$ cat config.mk
export PLATFORM = sky130hd
export DESIGN_NAME = pcsrx_frame_ctrl
export DESIGN_NICKNAME = d
export VERILOG_FILES = /design/src/rtl/pcsrx_pkg.sv /design/src/rtl/pcsrx_lane_class.sv /design/src/rtl/pcsrx_col_reg.sv /design/src/rtl/pcsrx_fsm.sv /design/src/rtl/pcsrx_frame_ctrl.sv
export SDC_FILE = /design/constraint.sdc
export NUM_CORES = 1
export LEC_CHECK = 0
export BUFFER_PORTS_ARGS = -buffer_cell sky130_fd_sc_hd__buf_2
export CORE_MARGIN = 4
export CORE_UTILIZATION = 50
export CTS_BUF_LIST = sky130_fd_sc_hd__clkbuf_4 sky130_fd_sc_hd__clkbuf_8
export DETAILED_ROUTE_END_ITERATION = 10
export PLACE_DENSITY = 0.71
export SYNTH_ARGS = -nofsm -noshare
export SYNTH_HDL_FRONTEND = slang
export SYNTH_SLANG_ARGS = --single-unit
$ cat constraint.sdc
create_clock -name clk -period 6.35 [get_ports clk]
set_clock_uncertainty 0.15 [all_clocks]
set_input_delay 0.9525 -clock clk [delete_from_list [all_inputs] [get_ports clk]]
set_output_delay 0.9525 -clock clk [all_outputs]
set_load 0.03 [all_outputs]
$ cat src/rtl/pcsrx_pkg.sv
package pcsrx_pkg;

  localparam int unsigned CODE_W = 8;

  // input-side control code-groups
  localparam logic [CODE_W-1:0] C_START  = 8'hFB;
  localparam logic [CODE_W-1:0] C_TERM   = 8'hFD;
  localparam logic [CODE_W-1:0] C_ERR    = 8'hFE;
  localparam logic [CODE_W-1:0] C_SEQ    = 8'h9C;
  localparam logic [CODE_W-1:0] C_IDL_K  = 8'hBC;
  localparam logic [CODE_W-1:0] C_IDL_R  = 8'h1C;
  localparam logic [CODE_W-1:0] C_IDL_A  = 8'h7C;

  // output-side idle
  localparam logic [CODE_W-1:0] C_OUT_IDLE = 8'h07;

  typedef enum logic [2:0] {
    ST_RECV   = 3'd0,
    ST_DSTART = 3'd1,
    ST_DOTHER = 3'd2,
    ST_SEQ    = 3'd3,
    ST_TERM   = 3'd4
  } rx_st_e;

endpackage

$ cat src/rtl/pcsrx_lane_class.sv
module pcsrx_lane_class
  import pcsrx_pkg::*;
#(
  parameter int LANES = 4
) (
  input  logic [CODE_W*LANES-1:0] col_d,
  input  logic [LANES-1:0]        col_c,
  input  logic [LANES-1:0]        col_e,
  output logic [LANES-1:0]        is_data,
  output logic [LANES-1:0]        is_ctl,
  output logic [LANES-1:0]        is_term,
  output logic [LANES-1:0]        is_idle,
  output logic                    col_start,
  output logic                    col_seq
);

  logic [CODE_W-1:0] lane_b [LANES];

  for (genvar i = 0; i < LANES; i++) begin : g_lane
    assign lane_b[i]  = col_d[CODE_W*i +: CODE_W];
    assign is_data[i] = ~col_c[i] & ~col_e[i];
    assign is_ctl[i]  =  col_c[i] & ~col_e[i];
    assign is_term[i] = is_ctl[i] & (lane_b[i] == C_TERM);
    assign is_idle[i] = is_ctl[i] & ((lane_b[i] == C_IDL_K) |
                                     (lane_b[i] == C_IDL_R) |
                                     (lane_b[i] == C_IDL_A));
  end

  // opening columns need lane 0 control and data on every other lane
  assign col_start = is_ctl[0] & (lane_b[0] == C_START) & (&is_data[LANES-1:1]);
  assign col_seq   = is_ctl[0] & (lane_b[0] == C_SEQ)   & (&is_data[LANES-1:1]);

endmodule

$ cat src/rtl/pcsrx_col_reg.sv
module pcsrx_col_reg
  import pcsrx_pkg::*;
#(
  parameter int LANES = 4
) (
  input  logic                    clk,
  input  logic                    rst_n,
  input  logic                    clr,
  input  logic [CODE_W*LANES-1:0] nxt_d,
  input  logic [LANES-1:0]        nxt_c,
  input  logic [LANES-1:0]        nxt_data,
  input  logic [LANES-1:0]        nxt_ctl,
  input  logic [LANES-1:0]        nxt_term,
  input  logic [LANES-1:0]        nxt_idle,
  input  logic                    nxt_start,
  input  logic                    nxt_seq,
  output logic [CODE_W*LANES-1:0] cur_d,
  output logic [LANES-1:0]        cur_c,
  output logic [LANES-1:0]        cur_data,
  output logic [LANES-1:0]        cur_ctl,
  output logic [LANES-1:0]        cur_term,
  output logic [LANES-1:0]        cur_idle,
  output logic                    cur_start,
  output logic                    cur_seq
);

  localparam logic [CODE_W*LANES-1:0] IDLE_IN = {LANES{C_IDL_K}};

  // held column: an idle column while reset or cleared
  always_ff @(posedge clk or negedge rst_n) begin
    if (!rst_n) begin
      cur_d     <= IDLE_IN;
      cur_c     <= '1;
      cur_data  <= '0;
      cur_ctl   <= '1;
      cur_term  <= '0;
      cur_idle  <= '1;
      cur_start <= 1'b0;
      cur_seq   <= 1'b0;
    end else if (clr) begin
      cur_d     <= IDLE_IN;
      cur_c     <= '1;
      cur_data  <= '0;
      cur_ctl   <= '1;
      cur_term  <= '0;
      cur_idle  <= '1;
      cur_start <= 1'b0;
      cur_seq   <= 1'b0;
    end else begin
      cur_d     <= nxt_d;
      cur_c     <= nxt_c;
      cur_data  <= nxt_data;
      cur_ctl   <= nxt_ctl;
      cur_term  <= nxt_term;
      cur_idle  <= nxt_idle;
      cur_start <= nxt_start;
      cur_seq   <= nxt_seq;
    end
  end

endmodule

$ cat src/rtl/pcsrx_fsm.sv
module pcsrx_fsm
  import pcsrx_pkg::*;
#(
  parameter int LANES = 4
) (
  input  logic                    clk,
  input  logic                    rst_n,
  input  logic                    clr,
  input  logic [CODE_W*LANES-1:0] cur_d,
  input  logic [LANES-1:0]        cur_c,
  input  logic [LANES-1:0]        cur_data,
  input  logic [LANES-1:0]        cur_ctl,
  input  logic [LANES-1:0]        cur_term,
  input  logic [LANES-1:0]        cur_idle,
  input  logic                    cur_start,
  input  logic                    cur_seq,
  input  logic [LANES-1:0]        look_idle,
  output logic [CODE_W*LANES-1:0] out_d,
  output logic [LANES-1:0]        out_c,
  output rx_st_e                  st
);

  localparam int unsigned DW = CODE_W * LANES;
  localparam logic [DW-1:0] IDLE_OUT = {LANES{C_OUT_IDLE}};

  rx_st_e          st_nx;
  logic [DW-1:0]   od_nx;
  logic [LANES-1:0] oc_nx;

  logic [LANES-1:0] pre_t, at_t, post_t;
  logic             t_seen, t_blocked, tail_ok, in_frame;

  // locate the first terminate that only data lanes precede
  always_comb begin
    pre_t     = '0;
    at_t      = '0;
    post_t    = '0;
    t_seen    = 1'b0;
    t_blocked = 1'b0;
    for (int i = 0; i < LANES; i++) begin
      if (t_seen) begin
        post_t[i] = 1'b1;
      end else if (!t_blocked) begin
        if (cur_term[i]) begin
          at_t[i] = 1'b1;
          t_seen  = 1'b1;
        end else if (cur_data[i]) begin
          pre_t[i] = 1'b1;
        end else begin
          t_blocked = 1'b1;
        end
      end
    end
    tail_ok = (&look_idle) & ~(|(post_t & ~cur_idle));
  end

  assign in_frame = (st == ST_DSTART) || (st == ST_DOTHER);

  // next state and next output column
  always_comb begin
    st_nx = st;
    od_nx = IDLE_OUT;
    oc_nx = '1;
    if (clr) begin
      st_nx = ST_RECV;
    end else if (!in_frame) begin
      if (cur_start) begin
        st_nx = ST_DSTART;
        od_nx = cur_d;
        oc_nx = cur_c;
      end else if (cur_seq) begin
        st_nx = ST_SEQ;
        od_nx = cur_d;
        oc_nx = cur_c;
      end else begin
        st_nx = ST_RECV;
      end
    end else if (t_seen) begin
      st_nx = ST_TERM;
      for (int i = 0; i < LANES; i++) begin
        if (pre_t[i]) begin
          od_nx[CODE_W*i +: CODE_W] = cur_d[CODE_W*i +: CODE_W];
          oc_nx[i]                  = 1'b0;
        end else if (at_t[i]) begin
          od_nx[CODE_W*i +: CODE_W] = tail_ok ? C_TERM : C_ERR;
        end
      end
    end else begin
      st_nx = (|cur_ctl) ? ST_RECV : ST_DOTHER;
      for (int i = 0; i < LANES; i++) begin
        if (cur_data[i]) begin
          od_nx[CODE_W*i +: CODE_W] = cur_d[CODE_W*i +: CODE_W];
          oc_nx[i]                  = 1'b0;
        end else begin
          od_nx[CODE_W*i +: CODE_W] = C_ERR;
        end
      end
    end
  end

  always_ff @(posedge clk or negedge rst_n) begin
    if (!rst_n) begin
      st    <= ST_RECV;
      out_d <= IDLE_OUT;
      out_c <= '1;
    end else begin
      st    <= st_nx;
      out_d <= od_nx;
      out_c <= oc_nx;
    end
  end

endmodule

$ cat src/rtl/pcsrx_frame_ctrl.sv
module pcsrx_frame_ctrl
  import pcsrx_pkg::*;
#(
  parameter int LANES = 4
) (
  input  logic                    clk,
  input  logic                    rst_n,
  input  logic                    srst,
  input  logic                    lanes_aligned,
  input  logic [CODE_W*LANES-1:0] in_data,
  input  logic [LANES-1:0]        in_ctrl,
  input  logic [LANES-1:0]        in_cerr,
  output logic [CODE_W*LANES-1:0] out_data,
  output logic [LANES-1:0]        out_ctrl
);

  localparam int unsigned DW = CODE_W * LANES;

  // reset: asserted at once, released on the clock
  logic [1:0] rst_sync;
  logic       rst_ni;

  always_ff @(posedge clk or negedge rst_n) begin
    if (!rst_n) rst_sync <= 2'b00;
    else        rst_sync <= {rst_sync[0], 1'b1};
  end
  assign rst_ni = rst_sync[1];

  logic clr;
  assign clr = srst | ~lanes_aligned;

  logic [LANES-1:0] n_data, n_ctl, n_term, n_idle;
  logic             n_start, n_seq;

  pcsrx_lane_class #(.LANES(LANES)) u_class (
    .col_d     (in_data),
    .col_c     (in_ctrl),
    .col_e     (in_cerr),
    .is_data   (n_data),
    .is_ctl    (n_ctl),
    .is_term   (n_term),
    .is_idle   (n_idle),
    .col_start (n_start),
    .col_seq   (n_seq)
  );

  logic [DW-1:0]    c_d;
  logic [LANES-1:0] c_c, c_data, c_ctl, c_term, c_idle;
  logic             c_start, c_seq;

  pcsrx_col_reg #(.LANES(LANES)) u_hold (
    .clk       (clk),
    .rst_n     (rst_ni),
    .clr       (clr),
    .nxt_d     (in_data),
    .nxt_c     (in_ctrl),
    .nxt_data  (n_data),
    .nxt_ctl   (n_ctl),
    .nxt_term  (n_term),
    .nxt_idle  (n_idle),
    .nxt_start (n_start),
    .nxt_seq   (n_seq),
    .cur_d     (c_d),
    .cur_c     (c_c),
    .cur_data  (c_data),
    .cur_ctl   (c_ctl),
    .cur_term  (c_term),
    .cur_idle  (c_idle),
    .cur_start (c_start),
    .cur_seq   (c_seq)
  );

  rx_st_e st;

  pcsrx_fsm #(.LANES(LANES)) u_fsm (
    .clk       (clk),
    .rst_n     (rst_ni),
    .clr       (clr),
    .cur_d     (c_d),
    .cur_c     (c_c),
    .cur_data  (c_data),
    .cur_ctl   (c_ctl),
    .cur_term  (c_term),
    .cur_idle  (c_idle),
    .cur_start (c_start),
    .cur_seq   (c_seq),
    .look_idle (n_idle),
    .out_d     (out_data),
    .out_c     (out_ctrl),
    .st        (st)
  );

endmodule

==> summary.md, run 1 <==
| Metric | Value |
|---|---|
| Hold buffers post-CTS | 0 |
| Primary FF master, synth | dfstp_2 |
| Die X | 94.44 µm |
| Synth-to-layout area growth | 20.06% |
| Number of H-tree levels | 3 |
| Non-filler instance count after layout | 505 |
| Via density per instance | 5.127 |
| Final cycle utilization of the critical path | 41.09% |
| Netlist cell types | 47 |
| Bufs on Longest Clock Path | 2 |
| Post-synthesis cell count | 319 |
| Crit path time final | 2.609 ns |
| Final ANT Viol Nets | 0 |
| CTS Root Cell | clkbuf_8 |
| Per-cell routed wire length | 14.40 µm |
| GP Congestion | 0.8739 |
| Post-DP HPWL | 5252 µm |
| Critical-path cell list | buf_2 > nand4b_1 > or3_1 > or3b_4 > nor4_4 > o221a_1 |
| Post-synth EDFFs | 0 |
| # resized after CTS | 0 |
| Gr usage total | 17.17% |
| Initial Util | 51.51% |
| Largest area contributor in the netlist | dfstp_2 |
| Gr ovfl total | 0 |
| Mapped Nets | 363 |
| Post-CTS setup buffers | 0 |
| Status | finished, final reports clean |
| # nets final | 445 |
| Setup violators final | 0 |
| Largest net degree at the start of global routing | 93 |
| Num CTS Buffers | 9 |
| Number of fill cells | 627 |
| Post-synth top area share | 33.05% |
| Placed cells | 489 |
| Mean Syn Cell Area | 11.71 µm² |
| Synth warn | 0 |
| Slowest CP cell | nor4_4 |
| Worst vdd ir | 0.1534 mV |
| Total number of vias | 2589 |
| Crit path buf inv count | 1 |
| Site Rows | 31 |
| Clock transition at the registers of the reported paths | 0.09 ns |
| N_diodes | 0 |
| Drt total wl | 7272 µm |
| Leakage | 0.002157 µW |
| Num ports | 80 |
| Arr. time, crit path | 2.76 ns |
| Post-synthesis instance area | 3736 µm² |
| Least-Margin Pin Slew | 1.092 ns |
| Flops & latches, synth | 94 |
| FFs w/ async S/R, synth | 100.0% |
| I/O Buffers | 79 |
| Vias in the first global route | 2449 |
| Initial antenna violation count | 0 |
| Worst skew pair latency | 0.35 ns |
| Rel. slew slack | 27.17% |
| Crit path max fanout | 8 |
| Hold Crit Class | flop to flop |
| RSZ-0062 raised after global routing | no |
| Seq/Total Area, Yosys | 64.53% |
| CTS tree | done |
| Die H | 94.44 µm |
| Crit. End Element | flop |
| Synth top area cells | dfstp_2 (33%), dfrtp_1 (31%), nand2b_1 (3.9%), nor2_1 (3.1%), a21o_1 (2.2%) |
| Slowest stage delay, CP | 0.53 ns |
| Commonest non-fill, non-tap cell in the layout | buf_2 |
| Worst EP required | 6.50 ns |
| Core Box Area | 7253 µm² |
| Sink Count | 94 |
| First-pass GRT wire length | 11610 µm |
| Layout cells sized above 1 | 38.18% |
| Slew Viols, Final | 0 |
| PD cells | 257.4 nW/µm² |
| Fmax | 0.3833 GHz |
| DR DRC count | 0 |
| Total negative slack | 0 ns |
| Crit path kind | primary input to flop |
| Final hold vios | 0 |
| Crit start category | primary input |
| Max Cap Viol | 0 |
| Initial DRC count | 107 |
| Commonest cells after routing, fill and taps aside | buf_2 (79), dfstp_2 (47), dfrtp_1 (46) |
| Crit-path leading delay family | simple AND/OR/NAND/NOR gates |
| DR pass1 iterations | 4 |
| Total die area | 8919 µm² |
sequential cells by signal (all words and copies together) (netlist names), 2 cells and up:
name / flops
u_fsm.out_c: 4
u_hold.cur_d: 32
u_hold.cur_data: 4
u_fsm.st: 3
u_hold.cur_c: 4
u_hold.cur_term: 4
u_hold.cur_ctl: 4
u_hold.cur_idle: 3
u_fsm.out_d: 32
rst_sync: 2
metrics by stage:
stage               area [µm²]  worst slack (ns)  hold WS, ns  util [%]  power (µW)
floorplan                 3736             3.470       0.1812         -       661.6
finish                    4486             3.741       0.2068     61.84        1155
detailed placement        4234             3.390       0.1905     58.38       690.6
global route              4486             3.636       0.2069     61.84        1197
CTS                       4486             3.759       0.2071     61.84        1162
global placement          4234             3.434       0.1875     58.38       689.0
synthesized netlist by cell type, drive strengths merged (2+ instances only):
cell    instances
o21ai          15
nor2           31
nor3            6
dfrtp          47
nand4b          6
a211o           4
or2             2
a21oi          13
dfstp          47
clkbuf          8
and3            3
o21a            5
nor4            4
nand3          11
xor2            5
o32a            2
nand2          12
inv            15
a21o           11
o21bai          2
and2           10
or3b            2
nand2b         23
a31oi           6
or3             3
nor2b           6
nand3b          5
layer usage:
layer	GRT usage (%)	part of all wire (%)	wire [µm]	up-vias
li1	-	-	-	1254
met1	23.31	45	3276	1278
met2	27.54	50	3647	53
met3	3.347	4.2	307	4
met4	6.378	0.56	41	0
met5	0	0	0	-
path summary, 6_finish.rpt:
check                                                  start                    endpoint  slack, ns  depth (start not counted)
worst max-delay path                             in_data[17]    u_fsm.out_d[8]$_DFF_PN1_       3.74                          6
worst max register to register  u_hold.cur_data[1]$_DFF_PN0_    u_fsm.out_d[8]$_DFF_PN1_       4.17                          5
worst min register to register         rst_sync[0]$_DFF_PN0_       rst_sync[1]$_DFF_PN0_       0.21                          0
worst min-delay path                   rst_sync[0]$_DFF_PN0_       rst_sync[1]$_DFF_PN0_       0.21                          0
max in group asynchronous              rst_sync[1]$_DFF_PN0_  u_hold.cur_d[16]$_DFF_PN0_       4.97                          0
min in group asynchronous                              rst_n       rst_sync[1]$_DFF_PN0_       0.23                          1
kinds of logic after synthesis:
family / synth area share (%)
simple gates: 19.99
flops: 64.53
compound gates: 11.52
buf+inv: 2.445
xor+xnor: 1.407
other cells: 0.1004
power by group:
| part | total (µW) | switching [µW] | leakage (µW) | internal [µW] |
|---|---|---|---|---|
| combinational | 46.7 | 24.8 | 0.000894 | 21.9 |
| clock | 476 | 199 | 0.000123 | 277 |
| sequential | 632 | 14.6 | 0.00114 | 617 |
| total | 1150 | 238 | 0.00216 | 917 |
final cells by class:
type,count,area [µm²],share of cell area [%]
clock buffer,11,145.1,3.236
clock inverter,5,106.4,2.371
inverter,15,56.30,1.255
multi-input combinational,201,1236,27.56
sequential,94,2415,53.84
tap,99,123.9,2.762
timing repair buffer,80,402.9,8.982
No activity file was read; power rests on OpenSTA's default activity.
==> run 2: changes to the inputs <==
ABC_AREA = 1   (was default)
PLACE_DENSITY = 0.74   (was 0.71)
clock period = 2.4 ns   (was 6.35 ns; I/O delays follow)
==> run 2 against run 1 <==
  * Global-route usage is 1.7 points higher
  * Area after synthesis is 5.8% higher
  * First-iteration DRC count grew 50%
  * Critical path depth rose by 4
  * Non-clock buffer count is 9 higher
  * Clock power grew 120%
  * Count of clock-buffer cells in the layout down 2
  * Register-to-register slack worse by 3.6 ns
  * Sequential share of layout area fell by 2.7 points
  * Cell count is 25% higher
  * Largest cell class unchanged
  * Largest power group unchanged
==> summary.md, run 2 <==
| Metric | Value |
|---|---|
| Die X | 96.90 µm |
| Slew Viols, Final | 0 |
| Num CTS Buffers | 9 |
| Fin Hold WS | 0.02811 ns |
| Post-DP HPWL | 6644 µm |
| Least-Margin Pin Slew | 0.5717 ns |
| Synth top area cells | dfstp_2 (31%), dfrtp_1 (30%), nand2_1 (8.5%), inv_1 (5.8%), nor2_1 (5.6%) |
| Final ANT Viol Nets | 0 |
| I/O Buffers | 79 |
| Synth-to-layout area growth | 19.41% |
| Setup violators final | 0 |
| Max Cap Viol | 0 |
| Drt total wl | 8578 µm |
| DR DRC count | 0 |
| Num ports | 80 |
| Crit path kind | flop to flop |
| Mean Syn Cell Area | 9.125 µm² |
| Vias in the first global route | 3061 |
| Largest net degree at the start of global routing | 44 |
| P_sw | 692.7 µW |
| Placed cell area | 4504 µm² |
| Final hold vios | 0 |
| Post-synthesis instance area | 3951 µm² |
| Hold Crit Class | primary input to flop |
| Worst EP required | 2.55 ns |
| Non-filler instance count after layout | 630 |
| Total negative slack | 0 ns |
| Site Rows | 32 |
| Seq pwr share | 57.7% |
| Netlist cell types | 37 |
| Initial DRC count | 161 |
| Crit path time final | 1.867 ns |
| Worst vdd ir | 0.3552 mV |
| Post-synthesis cell count | 433 |
| Final Cell Area | 4718 µm² |
| Commonest cells after routing, fill and taps aside | nand2_1 (89), buf_2 (79), inv_1 (61) |
| Crit start category | flop |
| Clock transition at the registers of the reported paths | 0.09 ns |
| Fmax | 0.5355 GHz |
| Mapped Nets | 477 |
| Comb pwr share | 5.4% |
| Post-synth top area share | 31.25% |
| Post-synth top cells | nand2_1 (89), inv_1 (61), nor2_1 (59), dfrtp_1 (47), dfstp_2 (47) |
| Worst R2R Path Depth | 10 |
| Status | finished, final reports clean |
| Switching fraction of total power | 24.03% |
| Worst r2r src | u_fsm.st[0]$_DFF_PN0_ |
| Post-CTS setup buffers | 0 |
| Layout cells sized above 1 | 33.71% |
| FFs w/ async S/R, synth | 100.0% |
| GP Congestion | 0.8932 |
| Leakage | 0.002458 µW |
| Primary FF master, synth | dfstp_2 |
| DR pass1 iterations | 4 |
| Flops & latches, synth | 94 |
| Initial antenna violation count | 0 |
| CTS Root Cell | clkbuf_8 |
| Critical-path cell list | nor2_1 > nor2_1 > nand2_2 > inv_1 > nor2_1 > nand2_1 > buf_4 > or2_2 > nand2_1 > inv_1 |
| Via density per instance | 5.043 |
| N_diodes | 0 |
| Biggest regs | u_fsm.out_d: 32 flops, u_hold.cur_d: 32 flops |
| Hold-critical path endpoint | u_hold.cur_data[0]$_DFF_PN0_ |
| PD cells | 610.9 nW/µm² |
| Per-cell routed wire length | 13.62 µm |
| Post-synth EDFFs | 0 |
| Bufs on Longest Clock Path | 2 |
| Slowest CP cell | dfrtp_1 |
| Internal | 2190 µW |
| R2R Setup Slk | 0.53 ns |
| Final cycle utilization of the critical path | 77.80% |
| Total die area | 9389 µm² |
| Synth warn | 0 |
| Clock share of power | 36.9% |
| Gr usage total | 18.91% |
| Placed cells | 613 |
| Worst Hold Launch | in_cerr[0] |
| Crit path max fanout | 7 |
| Commonest non-fill, non-tap cell in the layout | nand2_1 |
| Slowest stage delay, CP | 0.39 ns |
| Seq/Total Area, Yosys | 61.02% |
| Crit. End Element | flop |
| Number of H-tree levels | 3 |
| Worst skew pair latency | 0.36 ns |
| Capturing point of the worst reg2reg path | u_fsm.out_d[8]$_DFF_PN1_ |
| Gr ovfl total | 0 |
| # nets final | 567 |
| CP dominant cell by count | nor2_1 |
| Rel. slew slack | 61.89% |
| RSZ-0062 raised after global routing | no |
| Total number of vias | 3177 |
| Initial Util | 51.40% |
| Hold Path Stages | 2 |
| Arr. time, crit path | 2.02 ns |
| Die H | 96.90 µm |
| Sink Count | 94 |
| CTS tree | done |
| Top-count cell post-synth | nand2_1 |
| Largest area contributor in the netlist | dfstp_2 |
| First-pass GRT wire length | 14320 µm |
| Core Box Area | 7687 µm² |
-- run 2: cell types whose count changed after synthesis, sizes merged, moves of 9 or more --
cell | before | now
and2 | 10 | 0
nand2b | 23 | 0
o21ai | 15 | 28
nand3 | 11 | 21
nand2 | 12 | 92
or2 | 2 | 11
inv | 15 | 65
nor2 | 31 | 61
-- run 2: per-layer routing --
metal / share of wire, % / up-vias / global-route usage, %
met2: 50 / 112 / 31.37
met5: 0 / - / 0
met3: 6.5 / 10 / 3.533
li1: - / 1531 / -
met1: 43 / 1524 / 24.80
met4: 1.4 / 0 / 7.019
-- run 2: kinds of logic after synthesis --
logic type	after synthesis	share of synthesized area, %
and+or+nand+nor	203	22.32
DFF	94	61.02
buffers and inverters	76	7.663
AOI/OAI and AO/OA	59	8.899
other	1	0.09491
-- run 2: stage by stage --
stage	utilization (%)	worst slack, ns	power, µW
2_1_floorplan	-	0.7119	1761
3_3_place_gp	58.59	0.5532	1843
3_5_place_dp	58.59	0.4160	1848
4_1_cts	61.38	0.5365	2894
5_1_grt	61.38	0.3788	3002
6_report	61.38	0.5327	2882
-- run 2: power groups by stage --
stage	Combinational, µW	Sequential, µW	Clock [µW]
finish	156	1660	1060
global placement	152	1690	0
floorplan	67.7	1690	0
CTS	157	1660	1070
detailed placement	155	1690	0
global route	178	1670	1150
-- run 2: worst max-delay path by stage --
stage,start,to,depth (start not counted)
after floorplan,rst_sync[1]$_DFF_PN0_,u_fsm.out_d[11]$_DFF_PN0_,0
after global placement,srst,u_hold.cur_seq$_DFF_PN0_,8
after detailed placement,srst,u_hold.cur_seq$_DFF_PN0_,8
after CTS,u_fsm.st[0]$_DFF_PN0_,u_fsm.out_d[8]$_DFF_PN1_,10
after global routing,u_hold.cur_term[0]$_DFF_PN0_,u_fsm.out_d[24]$_DFF_PN1_,11
final,u_fsm.st[0]$_DFF_PN0_,u_fsm.out_d[8]$_DFF_PN1_,10
-- run 2: cell type report --
type	instances	area [µm²]
tap	102	127.6
sequential	94	2415
timing repair buffer	89	485.5
multi-input combinational	263	1237
fill	669	2969
clock inverter	7	80.08
clock buffer	9	123.9
inverter	66	249.0
-- run 2: what timing repair did --
action	4_1_cts	5_1_grt
hold buffers	1	0
gates resized for setup	0	0
endpoints found under the hold margin	2	0
-- run 2: worst max-delay path: cells and delay by family, from the launching register on --
family / cells / cell delay [ns]
and+or+nand+nor: 7 / 0.90
DFF: 1 / 0.39
buffers and inverters: 3 / 0.36
